`src/rtl/adc_chain_pkg.sv`:
```
package adc_chain_pkg;

    localparam int WORD_BITS = 16;
    localparam int SLOT_BITS = WORD_BITS + 1;

    typedef enum logic {
        RD_IDLE = 1'b0,
        RD_RUN  = 1'b1
    } rd_state_t;

    typedef struct packed {
        logic sync;
        logic rise;
    } rd_mode_t;

    // Smallest half period, in system cycles, that keeps the data clock
    // at or below max_hz.
    function automatic int min_half(input int sys_hz, input int max_hz);
        longint span;
        longint h;
        span = 2 * longint'(max_hz);
        h    = (longint'(sys_hz) + span - 1) / span;
        if (h < 1) h = 1;
        return int'(h);
    endfunction

endpackage

```
`src/rtl/adc_dclk_gen.sv`:
```
module adc_dclk_gen #(
    parameter int HALF = 3,
    parameter int PCW  = 8
) (
    input  logic           clk,
    input  logic           rst,
    input  logic           run,
    input  logic [PCW-1:0] total_pulses,
    output logic           dclk,
    output logic           rise_evt,
    output logic           fall_evt,
    output logic           last_fall,
    output logic [PCW-1:0] pulse_cnt
);

    localparam int DCW = (HALF > 1) ? $clog2(HALF) : 1;
    localparam int HCW = $clog2(HALF + 2);

    logic [DCW-1:0] div_cnt;
    logic           phase_end;

    assign phase_end = run && (div_cnt == DCW'(HALF - 1));
    assign rise_evt  = phase_end && !dclk;
    assign fall_evt  = phase_end && dclk;
    assign last_fall = fall_evt && (pulse_cnt == total_pulses - PCW'(1));

    always_ff @(posedge clk) begin
        if (rst || !run) begin
            div_cnt   <= '0;
            dclk      <= 1'b0;
            pulse_cnt <= '0;
        end else if (phase_end) begin
            div_cnt <= '0;
            dclk    <= ~dclk;
            if (dclk) pulse_cnt <= pulse_cnt + PCW'(1);
        end else begin
            div_cnt <= div_cnt + DCW'(1);
        end
    end

    // Checker-side count of cycles spent high.
    logic [HCW-1:0] hi_len;
    always_ff @(posedge clk) begin
        if (rst || !dclk) hi_len <= '0;
        else              hi_len <= hi_len + HCW'(1);
    end


    high_phase_chk: assert property (@(posedge clk) disable iff (rst)
        $fell(dclk) |-> (hi_len == HCW'(HALF)));

endmodule

```
`src/rtl/adc_word_deser.sv`:
```
module adc_word_deser #(
    parameter int IDXW = 3
) (
    input  logic            clk,
    input  logic            rst,
    input  logic            clear,
    input  logic            drop_first,
    input  logic            sample_evt,
    input  logic            sdin,
    output logic [15:0]     word_out,
    output logic [IDXW-1:0] word_idx,
    output logic            word_valid
);

    import adc_chain_pkg::*;

    logic                 sync_pend;
    logic [4:0]           bit_pos;
    logic [WORD_BITS-1:0] shreg;
    logic [IDXW-1:0]      idx;
    logic [WORD_BITS-1:0] next_sh;

    assign next_sh = {shreg[WORD_BITS-2:0], sdin};

    always_ff @(posedge clk) begin
        if (rst) begin
            sync_pend  <= 1'b0;
            bit_pos    <= '0;
            shreg      <= '0;
            idx        <= '0;
            word_out   <= '0;
            word_idx   <= '0;
            word_valid <= 1'b0;
        end else if (clear) begin
            sync_pend  <= drop_first;
            bit_pos    <= '0;
            idx        <= '0;
            word_valid <= 1'b0;
        end else begin
            word_valid <= 1'b0;
            if (sample_evt) begin
                if (sync_pend) begin
                    sync_pend <= 1'b0;
                end else if (bit_pos == 5'(WORD_BITS)) begin
                    bit_pos <= '0;
                    idx     <= idx + IDXW'(1);
                end else begin
                    shreg   <= next_sh;
                    bit_pos <= bit_pos + 5'd1;
                    if (bit_pos == 5'(WORD_BITS - 1)) begin
                        word_out   <= next_sh;
                        word_idx   <= idx;
                        word_valid <= 1'b1;
                    end
                end
            end
        end
    end


    valid_pulse_chk: assert property (@(posedge clk) disable iff (rst)
        word_valid |=> !word_valid);

endmodule

```
`src/rtl/adc_chain_reader.sv`:
```
module adc_chain_reader #(
    parameter int SYS_HZ      = 125_000_000,
    parameter int MAX_DCLK_HZ = 28_500_000,
    parameter int HALF_DIV    = 3,
    parameter int LEN_W       = 3
) (
    input  logic             clk,
    input  logic             rst,
    input  logic             start,
    input  logic [LEN_W-1:0] chain_len,
    input  logic             sync_en,
    input  logic             rise_sample,
    input  logic             sdata,
    output logic             dclk,
    output logic             rd_active,
    output logic [15:0]      word_out,
    output logic [LEN_W-1:0] word_idx,
    output logic             word_valid,
    output logic             done
);

    import adc_chain_pkg::*;

    localparam int MIN_HALF   = min_half(SYS_HZ, MAX_DCLK_HZ);
    localparam int EFF_HALF   = (HALF_DIV < MIN_HALF) ? MIN_HALF : HALF_DIV;
    localparam int MAX_LEN    = (1 << LEN_W) - 1;
    localparam int MAX_PULSES = SLOT_BITS * MAX_LEN + 2;
    localparam int PCW        = $clog2(MAX_PULSES + 1);

    rd_state_t        state;
    rd_mode_t         mode_q;
    logic [LEN_W-1:0] len_q;
    logic [PCW-1:0]   total_q;
    logic             start_acc;
    logic             run;
    logic             rise_evt, fall_evt, last_fall;
    logic [PCW-1:0]   pulse_cnt;
    logic             sample_evt;

    assign run       = (state == RD_RUN);
    assign rd_active = run;
    assign start_acc = !run && start && (chain_len != '0);

    always_ff @(posedge clk) begin
        if (rst) begin
            state   <= RD_IDLE;
            mode_q  <= '0;
            len_q   <= '0;
            total_q <= '0;
            done    <= 1'b0;
        end else begin
            done <= 1'b0;
            case (state)
                RD_IDLE: begin
                    if (start_acc) begin
                        state       <= RD_RUN;
                        len_q       <= chain_len;
                        mode_q.sync <= sync_en;
                        mode_q.rise <= rise_sample;
                        total_q     <= PCW'(SLOT_BITS) * PCW'(chain_len)
                                     + PCW'(sync_en) + PCW'(rise_sample);
                    end
                end
                RD_RUN: begin
                    if (last_fall) begin
                        state <= RD_IDLE;
                        done  <= 1'b1;
                    end
                end
                default: state <= RD_IDLE;
            endcase
        end
    end

    adc_dclk_gen #(
        .HALF (EFF_HALF),
        .PCW  (PCW)
    ) u_dclk (
        .clk          (clk),
        .rst          (rst),
        .run          (run),
        .total_pulses (total_q),
        .dclk         (dclk),
        .rise_evt     (rise_evt),
        .fall_evt     (fall_evt),
        .last_fall    (last_fall),
        .pulse_cnt    (pulse_cnt)
    );

    // Rising-edge mode skips the first rise: the data is not valid before it.
    assign sample_evt = mode_q.rise ? (rise_evt && (pulse_cnt != '0)) : fall_evt;

    adc_word_deser #(
        .IDXW (LEN_W)
    ) u_deser (
        .clk        (clk),
        .rst        (rst),
        .clear      (start_acc),
        .drop_first (sync_en),
        .sample_evt (sample_evt),
        .sdin       (sdata),
        .word_out   (word_out),
        .word_idx   (word_idx),
        .word_valid (word_valid)
    );


    dclk_idle_chk: assert property (@(posedge clk) disable iff (rst)
        !rd_active |-> !dclk);


    done_pulse_chk: assert property (@(posedge clk) disable iff (rst)
        done |=> !done);


    idx_range_chk: assert property (@(posedge clk) disable iff (rst)
        word_valid |-> (word_idx < len_q));


    hold_cfg_chk: assert property (@(posedge clk) disable iff (rst)
        (run && $past(run)) |-> ($stable(len_q) && $stable(mode_q)));


    zero_len_chk: assert property (@(posedge clk) disable iff (rst)
        (!run && start && chain_len == '0) |=> !rd_active);

endmodule

```
`config.mk`:
```
export PLATFORM = sky130hd
export DESIGN_NAME = adc_chain_reader
export DESIGN_NICKNAME = d
export VERILOG_FILES = /design/src/rtl/adc_chain_pkg.sv /design/src/rtl/adc_dclk_gen.sv /design/src/rtl/adc_word_deser.sv /design/src/rtl/adc_chain_reader.sv
export SDC_FILE = /design/constraint.sdc
export NUM_CORES = 1
export LEC_CHECK = 0
export ABC_CLOCK_PERIOD_IN_PS = 5250
export BUFFER_PORTS_ARGS = -buffer_cell sky130_fd_sc_hd__buf_4
export CORE_MARGIN = 3
export CORE_UTILIZATION = 45
export CTS_BUF_LIST = sky130_fd_sc_hd__clkbuf_8 sky130_fd_sc_hd__clkbuf_16
export CTS_CLUSTER_SIZE = 10
export DETAILED_ROUTE_END_ITERATION = 6
export GPL_TIMING_DRIVEN = 0
export PLACE_DENSITY = 0.63
export SLEW_MARGIN = 30
export SYNTH_ARGS = -nofsm -noshare
export SYNTH_HDL_FRONTEND = slang
export SYNTH_HIERARCHICAL = 1
export SYNTH_SLANG_ARGS = --single-unit
```
`constraint.sdc`:
```
create_clock -name clk -period 5.25 [get_ports clk]
set_input_delay 0.525 -clock clk [delete_from_list [all_inputs] [get_ports clk]]
set_output_delay 0.525 -clock clk [all_outputs]
set_load 0.02 [all_outputs]
```
Word-level counts from Yosys, hierarchy flattened
Index checks and enable logic that the tools add are counted.
W data, S select, Z words.
{"block": "totals", "mem_bits_ro": 0, "ramBits": 0, "word_cells": 64, "memories": 0, "register_bits": 64, "out_inout_bits": 23, "latchBits": 0}
{"block": "classes", "n_addsub": 7, "n_div": 0, "n_mux": 9, "n_eq_ne": 4, "bitwise_logic": 6, "n_mul": 1, "n_shift": 0, "magnitude_cmp": 0, "n_reduce_logical": 23}
{"cell": "$add A7 B1 Y7", "n": 2}
{"cell": "$add A7 B1 Y7 const B", "n": 1}
{"cell": "$eq A7 B7 Y1", "n": 1}
{"cell": "$logic_and A1 B1 Y1", "n": 7}
{"cell": "$mul A5 B3 Y7 const A", "n": 1}
{"cell": "$mux W1", "n": 7}
{"cell": "$reduce_bool A7 Y1", "n": 1}
{"cell": "$sub A7 B1 Y7 const B", "n": 1}
{"cell": "$not A1 Y1", "n": 6}
{"cell": "$reduce_and A2 Y1", "n": 3}
{"cell": "$reduce_or A2 Y1", "n": 3}
{"cell": "$add A5 B1 Y5 const B", "n": 1}
{"cell": "$eq A5 B4 Y1 const B", "n": 1}
{"cell": "$eq A5 B5 Y1 const B", "n": 1}
{"cell": "$mux W5", "n": 1}
{"cell": "$reduce_and A5 Y1", "n": 1}
{"cell": "$reduce_or A5 Y1", "n": 1}
{"cell": "$reduce_and A4 Y1", "n": 1}
{"cell": "$add A3 B1 Y3 const B", "n": 1}
{"cell": "$reduce_and A3 Y1", "n": 1}
{"cell": "$reduce_bool A3 Y1", "n": 1}
{"cell": "$add A2 B1 Y2 const B", "n": 1}
{"cell": "$eq A2 B2 Y1 const B", "n": 1}
{"cell": "$logic_not A1 Y1", "n": 2}
{"cell": "other kinds (3)", "n": 3}

Logic depth before layout (Yosys ltp)
Gate-level depths: netlist of run 1.
{"block": "depth", "depth_word": 7, "depth_mapped": 10}

By module
Netlist of run 1, hierarchy kept.
{"module": "adc_word_deser", "cells_each": 172, "seq_area_each_um2": 880.8, "n_inst": 1, "area_per_inst_um2": 1823.0}
{"module": "adc_dclk_gen", "cells_each": 74, "seq_area_each_um2": 200.2, "n_inst": 1, "area_per_inst_um2": 625.6}
{"module": "adc_chain_reader", "cells_each": 56, "seq_area_each_um2": 200.2, "n_inst": 1, "area_per_inst_um2": 489.2}

Worst setup path after synthesis of run 1
OpenSTA, ideal clock, no wires.
{"block": "synth_timing", "path_type": "reg2reg", "start": "register u_dclk.div_cnt[0]", "end": "register u_deser.word_out[12]", "arrival_ps": 2097, "setup_time_ps": 72, "stages_incl_launch_ff": 11, "period_less_slack_ps": 2169, "slack_ps": 3081, "t_required_ps": 5178, "path_cell_list": "dfxtp_1 -> inv_1 -> ha_1 -> and3_1 -> buf_4 -> inv_1 -> o22ai_1 -> nand2b_1 -> nor4b_4 -> buf_6 -> mux2i_1"}
{"block": "synth_via", "elab_cells_between_ends": 7}
{"element": "start, declared", "line": "adc_dclk_gen.sv:19", "text": "logic [DCW-1:0] div_cnt;"}
{"element": "start signal, assigned", "line": "adc_dclk_gen.sv:37", "text": "div_cnt <= div_cnt + DCW'(1);"}
{"element": "$eq A2 B2 Y1", "line": "adc_dclk_gen.sv:22", "text": "assign phase_end = run && (div_cnt == DCW'(HALF - 1));"}
{"element": "$logic_and A1 B1 Y1", "line": "adc_dclk_gen.sv:22"}
{"element": "$logic_and A1 B1 Y1", "line": "adc_dclk_gen.sv:24", "text": "assign fall_evt = phase_end && dclk;"}
{"element": "named net fall_evt", "line": "adc_chain_reader.sv:36", "text": "logic rise_evt, fall_evt, last_fall;"}
{"element": "$mux W1", "line": "adc_chain_reader.sv:91", "text": "assign sample_evt = mode_q.rise ? (rise_evt && (pulse_cnt != '0)) : fall_evt;"}
{"element": "named net sample_evt", "line": "adc_chain_reader.sv:38", "text": "logic sample_evt;"}
{"element": "$reduce_and A5 Y1 (no source line)"}
{"element": "end signal, assigned", "line": "adc_word_deser.sv:51", "text": "word_out <= next_sh;"}
{"element": "end, declared", "line": "adc_word_deser.sv:10", "text": "output logic [15:0] word_out,"}
The timed path passes the listed nets, and every way through them passes these cells.
A chain may end at the register's enable or synchronous reset.

Worst setup path in the final report of run 1
{"block": "layout_timing", "start": "register u_dclk.div_cnt[0]", "end": "register u_deser.word_out[7]"}
The elaborated chain is that of the path after synthesis.

==> impl_metrics.json, run 1 <==
{
  "routed_wl_um": 5500,
  "timing.fmax_mhz": 391,
  "post-cts-setup-buffers": 0,
  "final_common_cell": "dfxtp_1",
  "viasPerCell": 5.06,
  "required_ns": 5.51,
  "p_per_area_mw_per_mm2": 269,
  "rsz0062_at_grt": "no",
  "antenna_left": 0,
  "antenna_found_initial": 0,
  "p_int_uw": 702,
  "async_reset_ff_frac": 0,
  "synth_ff_type": "dfxtp_1",
  "netlist_instances": 302,
  "ys_types": 47,
  "core_mm2": 0.00613,
  "place_congestion": 0.785,
  "clockRootBuffer": "clkbuf_8",
  "hold_start": "u_dclk/div_cnt[0]",
  "htree_levels": 3,
  "clk_pin_slew_worst_paths_ns": 0.06,
  "drc": 0,
  "hpwl_um": 4050,
  "nNetsFinal": 362,
  "switching_share": 0.239,
  "cts_tree": "yes",
  "switchingPower_uw": 221,
  "syn_area_mm2": 0.00294,
  "die_x_um": 86.8,
  "cp-start-kind": "register",
  "hp-class": "register to register",
  "grt_max_degree": 11,
  "r2r_slack_ns": 2.69,
  "std_cell_rows": 28,
  "fin_hold_ws_ns": 0.429,
  "first_pass_iters": 4,
  "finalSetupTns_ns": 0,
  "maxCapViolCount": 0,
  "finClkSkew_ns": 0.00907,
  "worstPathArrival_ns": 2.82,
  "critPathCaptureType": "register",
  "avgSynthCellArea_um2": 9.73,
  "area_growth_pct": 16.8,
  "maxSlewViolCount": 0,
  "dieArea_mm2": 0.00753,
  "setup_viol": 0,
  "regToRegStartpoint": "u_dclk/div_cnt[0]",
  "min_period_ns": 2.56,
  "ys_seq_area_frac": 0.436,
  "status": "finished clean",
  "die_h_um": 86.8,
  "finalHoldViolCount": 0,
  "crit_start": "u_dclk/div_cnt[0]",
  "power_frac_seq": 0.540,
  "reg2regPathDepth": 10,
  "cts_buffers": 9,
  "start_util": 0.479,
  "hold_buffers": 0,
  "io_buffers": 31,
  "clk_path_buf_depth": 2,
  "post_drt_wl_per_cell_um": 13.0,
  "reg2reg_to": "u_deser/word_out[7]",
  "clkPwrFrac": 0.386,
  "hold-path-endpoint": "u_dclk/div_cnt[0]",
  "slew_headroom": 0.593,
  "synth-seq-cells": 64,
  "synth_nets": 320,
  "first_iter_violations": 73,
  "antenna_cells": 0,
  "grt_pass1_vias": 2015,
  "drive_above_1_share": 0.172,
  "power_uw": 923,
  "crit_type": "register to register",
  "mostFrequentLayoutCells": "dfxtp_1, nand2b_1, mux2i_1, buf_4, inv_1",
  "clk_latency_ns": 0.34,
  "cts_resized": 0,
  "vdd_drop_max_v": 0.000174,
  "crit_fanout": 10,
  "fin_crit_sh": 0.487,
  "grt_first_pass_wirelength_um": 9420,
  "cts.sinks": 64,
  "min_path_cells": 1,
  "yosys_warnings": 6,
  "synth_edf_count": 0,
  "fillers": 568,
  "worst_slew_pin_slew_ns": 0.608,
  "io_pins": 32,
  "gr-total-overflow": 0,
  "leakage_nw": 1.29,
  "pwr-share-comb": 0.073,
  "via_count": 2145,
  "grt_usage": 0.160
}
==> flip-flops by register name (all words and copies together) (netlist names) <==
name / count
u_dclk/dclk: 1
u_deser/shreg: 15
u_dclk/pulse_cnt: 7
u_deser/bit_pos: 5
u_deser/word_out: 16
u_deser/sync_pend: 1
u_dclk/div_cnt: 2
total_q: 7
u_deser/idx: 3
rd_active: 1
u_deser/word_valid: 1
done: 1
u_deser/word_idx: 3
mode_q: 1
==> metrics by stage <==
step                std cells  utilization  setup slack [ns]  area [µm²]
floorplan                 302            -              3.08        2940
global placement          408        0.532              2.69        3260
detailed placement        408        0.532              2.69        3260
CTS                       424        0.560              2.66        3430
global route              424        0.560              2.40        3430
finish                    424        0.560              2.69        3430
==> Yosys cell counts, types with 7 or more instances <==
library cell	instances	area [µm²]
xor2_1	7	61.3
clkbuf_1	9	33.8
mux2i_1	35	350
dfxtp_1	64	1280
inv_1	15	56.3
ha_1	8	100
nor2_1	15	56.3
a21oi_1	15	75.1
nand2b_1	41	257
nand2_1	14	52.6
xnor2_1	11	96.3
==> critical path: stages (launching register included) <==
cell	delay (ns)
dfxtp_1	0.31
inv_1	0.05
ha_1	0.27
and3_1	0.19
buf_4	0.14
inv_1	0.04
o22ai_1	0.22
nand2b_1	0.24
nor4b_4	0.58
buf_6	0.26
mux2i_1	0.20
==> worst max path at each step <==
stage | to | cells past startpoint
floorplan | u_deser/word_out[12] | 10
finish | u_deser/word_out[7] | 10
global placement | u_deser/word_out[6] | 10
CTS | u_deser/word_out[7] | 10
global route | u_deser/word_out[13] | 10
detailed placement | u_deser/word_out[13] | 10
==> final cells by class <==
class | count | area [µm²] | share of cell area
Multi-Input combinational cell | 209 | 1520 | 0.444
Sequential cell | 64 | 1280 | 0.373
Timing Repair Buffer | 31 | 233 | 0.0678
Buffer | 14 | 76.3 | 0.0222
Clock inverter | 6 | 28.8 | 0.00839
Clock buffer | 10 | 138 | 0.0401
Inverter | 15 | 56.3 | 0.0164
Tap cell | 75 | 93.8 | 0.0274
==> cells by family (layout without fill, tap and decap cells) <==
group,Yosys count,in the layout,synth area share
adder cells (fa/ha/maj),9,9,0.0409
XOR/XNOR,18,18,0.0537
AND/OR/NAND/NOR,112,112,0.232
AO/OA/AOI/OAI,34,34,0.0690
flip-flops,64,64,0.436
buffers and inverters,29,76,0.0451
multiplexers,36,36,0.123
==> layer usage <==
metal,vias to the layer above,wire [µm],GRT usage
li1,1108,-,-
met1,1000,2850,0.217
met2,30,2380,0.236
met3,7,198,0.0542
met4,0,67,0.0552
met5,-,0,0
==> power by group through the flow <==
stage | Clock, mW | Sequential (mW) | Combinational, mW
6_report | 0.356 | 0.499 | 0.0678
5_1_grt | 0.391 | 0.500 | 0.0757
4_1_cts | 0.367 | 0.499 | 0.0687
3_5_place_dp | 0 | 0.510 | 0.0686
3_3_place_gp | 0 | 0.510 | 0.0675
2_1_floorplan | 0 | 0.508 | 0.0503
No activity file was read; power rests on OpenSTA's default activity.
==> run 2, diff against run 1 <==
Settings changed: ABC_AREA set to 1, ABC_CLOCK_PERIOD_IN_PS 5250 to 2450.
Clock period 5.25 ns to 2.45 ns, I/O delays scaled along.
==> impl_metrics.json, run 2 <==
{
  "drive_above_1_share": 0.160,
  "synth.area.top_cells": "dfxtp_1, nand2_1, nor2_1",
  "fin_crit_sh": 0.873,
  "syn_area_mm2": 0.00302,
  "clk_path_buf_depth": 2,
  "synth-seq-cells": 64,
  "via_count": 2590,
  "io_buffers": 31,
  "antenna_found_initial": 0,
  "rsz0062_at_grt": "no",
  "placed_area_mm2": 0.00335,
  "critical-path-top-delay-family": "simple AND/OR/NAND/NOR gates",
  "finalSetupTns_ns": 0,
  "slowest_stage": "dfxtp_1",
  "io_pins": 32,
  "critPathCaptureType": "register",
  "fin_ws_ns": 0.310,
  "ys_seq_area_frac": 0.425,
  "hold-path-endpoint": "u_deser/word_out[0]",
  "grt_usage": 0.179,
  "core_mm2": 0.00642,
  "drc": 0,
  "first_iter_violations": 97,
  "final_common_cell": "nand2_1",
  "final_area_mm2": 0.00356,
  "regToRegStartpoint": "u_dclk/div_cnt[0]",
  "grt_pass1_vias": 2450,
  "hp-class": "primary input to register",
  "finalHoldViolCount": 0,
  "finClkSkew_ns": 0.00732,
  "regMostFlops": "u_deser/word_out",
  "leakage_nw": 1.64,
  "fillers": 617,
  "synth_ff_type": "dfxtp_1",
  "gr-total-overflow": 0,
  "clk_pin_slew_worst_paths_ns": 0.07,
  "netlist_instances": 416,
  "grt_max_degree": 12,
  "status": "finished clean",
  "cp-start-kind": "register",
  "timing.fmax_mhz": 467,
  "place_congestion": 0.838,
  "first_pass_iters": 4,
  "antenna_left": 0,
  "synth_common_cells": "nand2_1, nor2_1, dfxtp_1",
  "worst_slew_pin_slew_ns": 0.470,
  "maxCapViolCount": 0,
  "worstPathArrival_ns": 2.42,
  "die_h_um": 87.9,
  "p_int_mw": 1.69,
  "clockRootBuffer": "clkbuf_8",
  "die_x_um": 87.9,
  "largest_reg_flops": 16,
  "setup_viol": 0,
  "path_cells": "inv_1, ha_1, nand3_4, clkinv_2, inv_1, o22ai_2, nand2_2, nor2_8, nand2_4, nor2_8, buf_6, nand3_1, nand2_1",
  "cts_tree": "yes",
  "crit_fanout": 10,
  "cts.sinks": 64,
  "min_path_cells": 3,
  "nNetsFinal": 476,
  "clkPwrFrac": 0.433,
  "reg2reg_to": "u_deser/word_out[4]",
  "cts_buffers": 9,
  "switchingPower_uw": 535,
  "mostFrequentLayoutCells": "nand2_1, nor2_1, dfxtp_1, inv_1, nand3_1",
  "switching_share": 0.241,
  "r2r_slack_ns": 0.31,
  "maxSlewViolCount": 0,
  "yosys_warnings": 6,
  "p_per_area_mw_per_mm2": 624,
  "grt_first_pass_wirelength_um": 10800,
  "async_reset_ff_frac": 0,
  "pwr-share-comb": 0.083,
  "routed_wl_um": 6090,
  "hold_start": "sdata",
  "area_growth_pct": 18.1,
  "hpwl_um": 4480,
  "reg2regPathDepth": 13,
  "start_util": 0.470,
  "synth_edf_count": 0,
  "crit_type": "register to register",
  "pre_cts_slack_ns": 0.210,
  "synth_nets": 434,
  "clk_latency_ns": 0.34,
  "viasPerCell": 4.81,
  "top_regs": "u_deser/word_out: 16 flops, u_deser/shreg: 15 flops",
  "post-cts-setup-buffers": 0,
  "critPathMaxStageDelay_ns": 0.31,
  "required_ns": 2.73,
  "min_period_ns": 2.14,
  "antenna_cells": 0,
  "vdd_drop_max_v": 0.000388,
  "dieArea_mm2": 0.00772,
  "avgSynthCellArea_um2": 7.25,
  "critPathBufInv": 4,
  "yosysTopAreaCellShare": 0.425,
  "post_drt_wl_per_cell_um": 11.3,
  "path_depth": 13,
  "power_frac_seq": 0.484,
  "synth.largest_area_cell": "dfxtp_1",
  "std_cell_rows": 29,
  "ys_types": 34,
  "slew_headroom": 0.687,
  "yosysMostFrequentCell": "nand2_1",
  "htree_levels": 3
}
==> run 2: cell families after synthesis <==
family / count (synthesis) / synth area share
and+or+nand+nor: 234 / 0.358
buffers and inverters: 65 / 0.0921
DFF: 64 / 0.425
AOI/OAI and AO/OA: 36 / 0.0622
adders and majority gates: 9 / 0.0398
xor gates and xnor gates: 8 / 0.0232
==> run 2: final cells by class <==
type                    count  area, µm²  share of cell area
inverters                  55        213              0.0597
flip-flops and latches     64       1280               0.360
clock buffers               9        124              0.0348
repair buffers             31        233              0.0653
clock inverters             6       85.1              0.0239
well taps                  77       96.3              0.0270
multi-input cells         287       1470               0.412
plain buffers              10       65.1              0.0183
==> run 2: what timing repair did <==
action,CTS,global route
gates resized for setup,0,2
endpoints found under the hold margin,0,0
hold buffers,0,0
endpoints found under the setup margin,0,25
==> run 2: metrics by stage <==
step / std cells / hold WS, ns / total power, mW / util
6_report: 539 / 0.141 / 2.22 / 0.555
5_1_grt: 539 / 0.144 / 2.32 / 0.555
4_1_cts: 539 / 0.125 / 2.26 / 0.553
3_5_place_dp: 524 / 0.413 / 1.28 / 0.521
3_3_place_gp: 524 / 0.408 / 1.28 / 0.521
2_1_floorplan: 416 / 0.314 / 1.23 / -
==> run 2: worst max-delay path by stage <==
stage,slack [ns],start,end
after global placement,0.24,u_dclk/div_cnt[0],u_deser/word_out[14]
after floorplan,0.42,rd_active,u_deser/shreg[0]
final,0.31,u_dclk/div_cnt[0],u_deser/word_out[4]
after global routing,0.07,u_dclk/div_cnt[0],u_deser/word_out[2]
after detailed placement,0.21,u_dclk/div_cnt[0],u_deser/word_out[7]
after CTS,0.18,u_dclk/div_cnt[0],u_deser/word_out[7]
==> run 2: layer usage <==
| metal | track usage | wire, µm | vias to the layer above |
|---|---|---|---|
| met4 | 0.0628 | 50 | 0 |
| met3 | 0.0536 | 300 | 5 |
| li1 | - | - | 1395 |
| met5 | 0 | 0 | - |
| met2 | 0.275 | 2630 | 45 |
| met1 | 0.239 | 3100 | 1145 |
==> run 2: power by group through the flow <==
stage	Combinational (mW)	Sequential, mW	Clock, mW
2_1_floorplan	0.138	1.10	0
3_3_place_gp	0.182	1.10	0
3_5_place_dp	0.185	1.10	0
4_1_cts	0.187	1.08	0.999
5_1_grt	0.213	1.08	1.03
6_report	0.185	1.08	0.964
==> run 2: worst min-delay path, stage by stage <==
cell and delay (ns):
buf_4 0.08, nand3_1 0.07, nand2_1 0.06
==> run 3, diff against run 2 <==
Settings changed: PLACE_DENSITY 0.63 to 0.62.
==> impl_metrics.json, run 3 (synthesized netlist as in run 2, its figures left out) <==
{
  "gr-total-overflow": 0,
  "mostFrequentLayoutCells": "nand2_1, nor2_1, dfxtp_1, inv_1, nand3_1",
  "io_buffers": 31,
  "antenna_found_initial": 0,
  "finClkSkew_ns": 0.00555,
  "grt_usage": 0.181,
  "top_regs": "u_deser/word_out: 16 flops, u_deser/shreg: 15 flops",
  "first_pass_iters": 4,
  "clockRootBuffer": "clkbuf_8",
  "final_util": 0.552,
  "worst_slew_pin_slew_ns": 0.512,
  "cts.sinks": 64,
  "maxCapViolCount": 0,
  "area_growth_pct": 17.6,
  "place_congestion": 0.794,
  "io_pins": 32,
  "grt_max_degree": 13,
  "grt_pass1_vias": 2477,
  "clk_path_buf_depth": 2,
  "fin_ws_ns": 0.297,
  "cts_tree": "yes",
  "die_h_um": 87.9,
  "first_iter_violations": 83,
  "clkPwrFrac": 0.413,
  "vdd_drop_max_v": 0.000461,
  "grt_first_pass_wirelength_um": 11000,
  "min_period_ns": 2.15,
  "p_per_area_mw_per_mm2": 606,
  "crit_fanout": 10,
  "rsz0062_at_grt": "no",
  "via_count": 2644,
  "clk_latency_ns": 0.33,
  "switchingPower_uw": 555,
  "largest_reg_flops": 16,
  "switching_share": 0.258,
  "routed_wl_um": 6310,
  "crit_type": "register to register",
  "slew_headroom": 0.659,
  "seq_area_mm2": 0.00128,
  "pwr-share-comb": 0.087,
  "required_ns": 2.72,
  "fillers": 645,
  "post_drt_wl_per_cell_um": 11.7,
  "finalSetupTns_ns": 0,
  "core_mm2": 0.00642,
  "nNetsFinal": 476,
  "htree_levels": 3,
  "worstPathArrival_ns": 2.43,
  "multi_input_area_mm2": 0.00146,
  "critPathCaptureType": "register",
  "hp-class": "primary input to register",
  "post-cts-setup-buffers": 0,
  "clk_pin_slew_worst_paths_ns": 0.07,
  "leakage_nw": 1.64,
  "std_cell_rows": 29,
  "fin_crit_sh": 0.879,
  "drc": 0,
  "pre_cts_slack_ns": 0.182,
  "setup_viol": 0,
  "regMostFlops": "u_deser/word_out",
  "status": "finished clean",
  "maxSlewViolCount": 0,
  "power_frac_seq": 0.500,
  "dieArea_mm2": 0.00772,
  "finalHoldViolCount": 0,
  "viasPerCell": 4.90,
  "drive_above_1_share": 0.160,
  "hpwl_um": 4510,
  "p_int_mw": 1.59,
  "cts_buffers": 9,
  "cp-start-kind": "register",
  "timing.fmax_mhz": 464,
  "start_util": 0.470,
  "antenna_left": 0,
  "die_x_um": 87.9,
  "antenna_cells": 0,
  "final_common_cell": "nand2_1"
}
-- run 3: critical path: stages (launching register included) --
cell and delay [ns]:
dfxtp_1 0.31, inv_1 0.05, ha_1 0.27, nand3_4 0.15, clkinv_2 0.13, inv_1 0.06, o22ai_2 0.21, nand2_2 0.17
nor2_8 0.16, nand2_4 0.12, nor2_8 0.15, buf_6 0.15, nand3_1 0.08, nand2_1 0.07
-- run 3: layer usage --
layer | share of wire | vias to the layer above | global-route usage
met5 | 0 | - | 0
met4 | 0.013 | 0 | 0.0795
met3 | 0.042 | 8 | 0.0442
met2 | 0.44 | 49 | 0.278
met1 | 0.51 | 1188 | 0.242
li1 | - | 1399 | -
-- run 3: timing repair --
action,4_1_cts,5_1_grt
gates resized for setup,0,1
setup endpoints to repair,0,26
hold buffers,0,0
-- run 3: worst paths after layout --
path                                             to               from  cells past startpoint  slack [ns]
worst max-delay path            u_deser/word_out[4]  u_dclk/div_cnt[0]                     13        0.30
worst min-delay path            u_deser/word_out[0]              sdata                      3        0.16
worst max register to register  u_deser/word_out[4]  u_dclk/div_cnt[0]                     13        0.30
worst min register to register    u_dclk/div_cnt[0]  u_dclk/div_cnt[0]                      1        0.42
-- run 3: layout make-up --
| cell class | count | area share |
|---|---|---|
| buffer | 10 | 0.0183 |
| multi-input combinational | 287 | 0.413 |
| timing repair buffer | 31 | 0.0656 |
| clock inverter | 7 | 0.0201 |
| clock buffer | 9 | 0.0349 |
| sequential | 64 | 0.361 |
| tap | 77 | 0.0272 |
| inverter | 55 | 0.0600 |
-- run 3: through the flow --
stage	power [mW]	std cells	hold WS, ns	instance area, µm²
after global routing	2.26	540	0.152	3550
after global placement	1.28	524	0.407	3350
after CTS	2.18	540	0.141	3540
after detailed placement	1.29	524	0.419	3350
after floorplan	1.23	416	0.314	3020
final	2.15	540	0.157	3550
-- run 3: power by group through the flow --
| stage | clock network, mW | registers, mW | logic (mW) |
|---|---|---|---|
| 5_1_grt | 0.965 | 1.08 | 0.215 |
| 3_5_place_dp | 0 | 1.10 | 0.186 |
| 6_report | 0.888 | 1.07 | 0.188 |
| 2_1_floorplan | 0 | 1.10 | 0.138 |
| 4_1_cts | 0.917 | 1.07 | 0.188 |
| 3_3_place_gp | 0 | 1.10 | 0.183 |
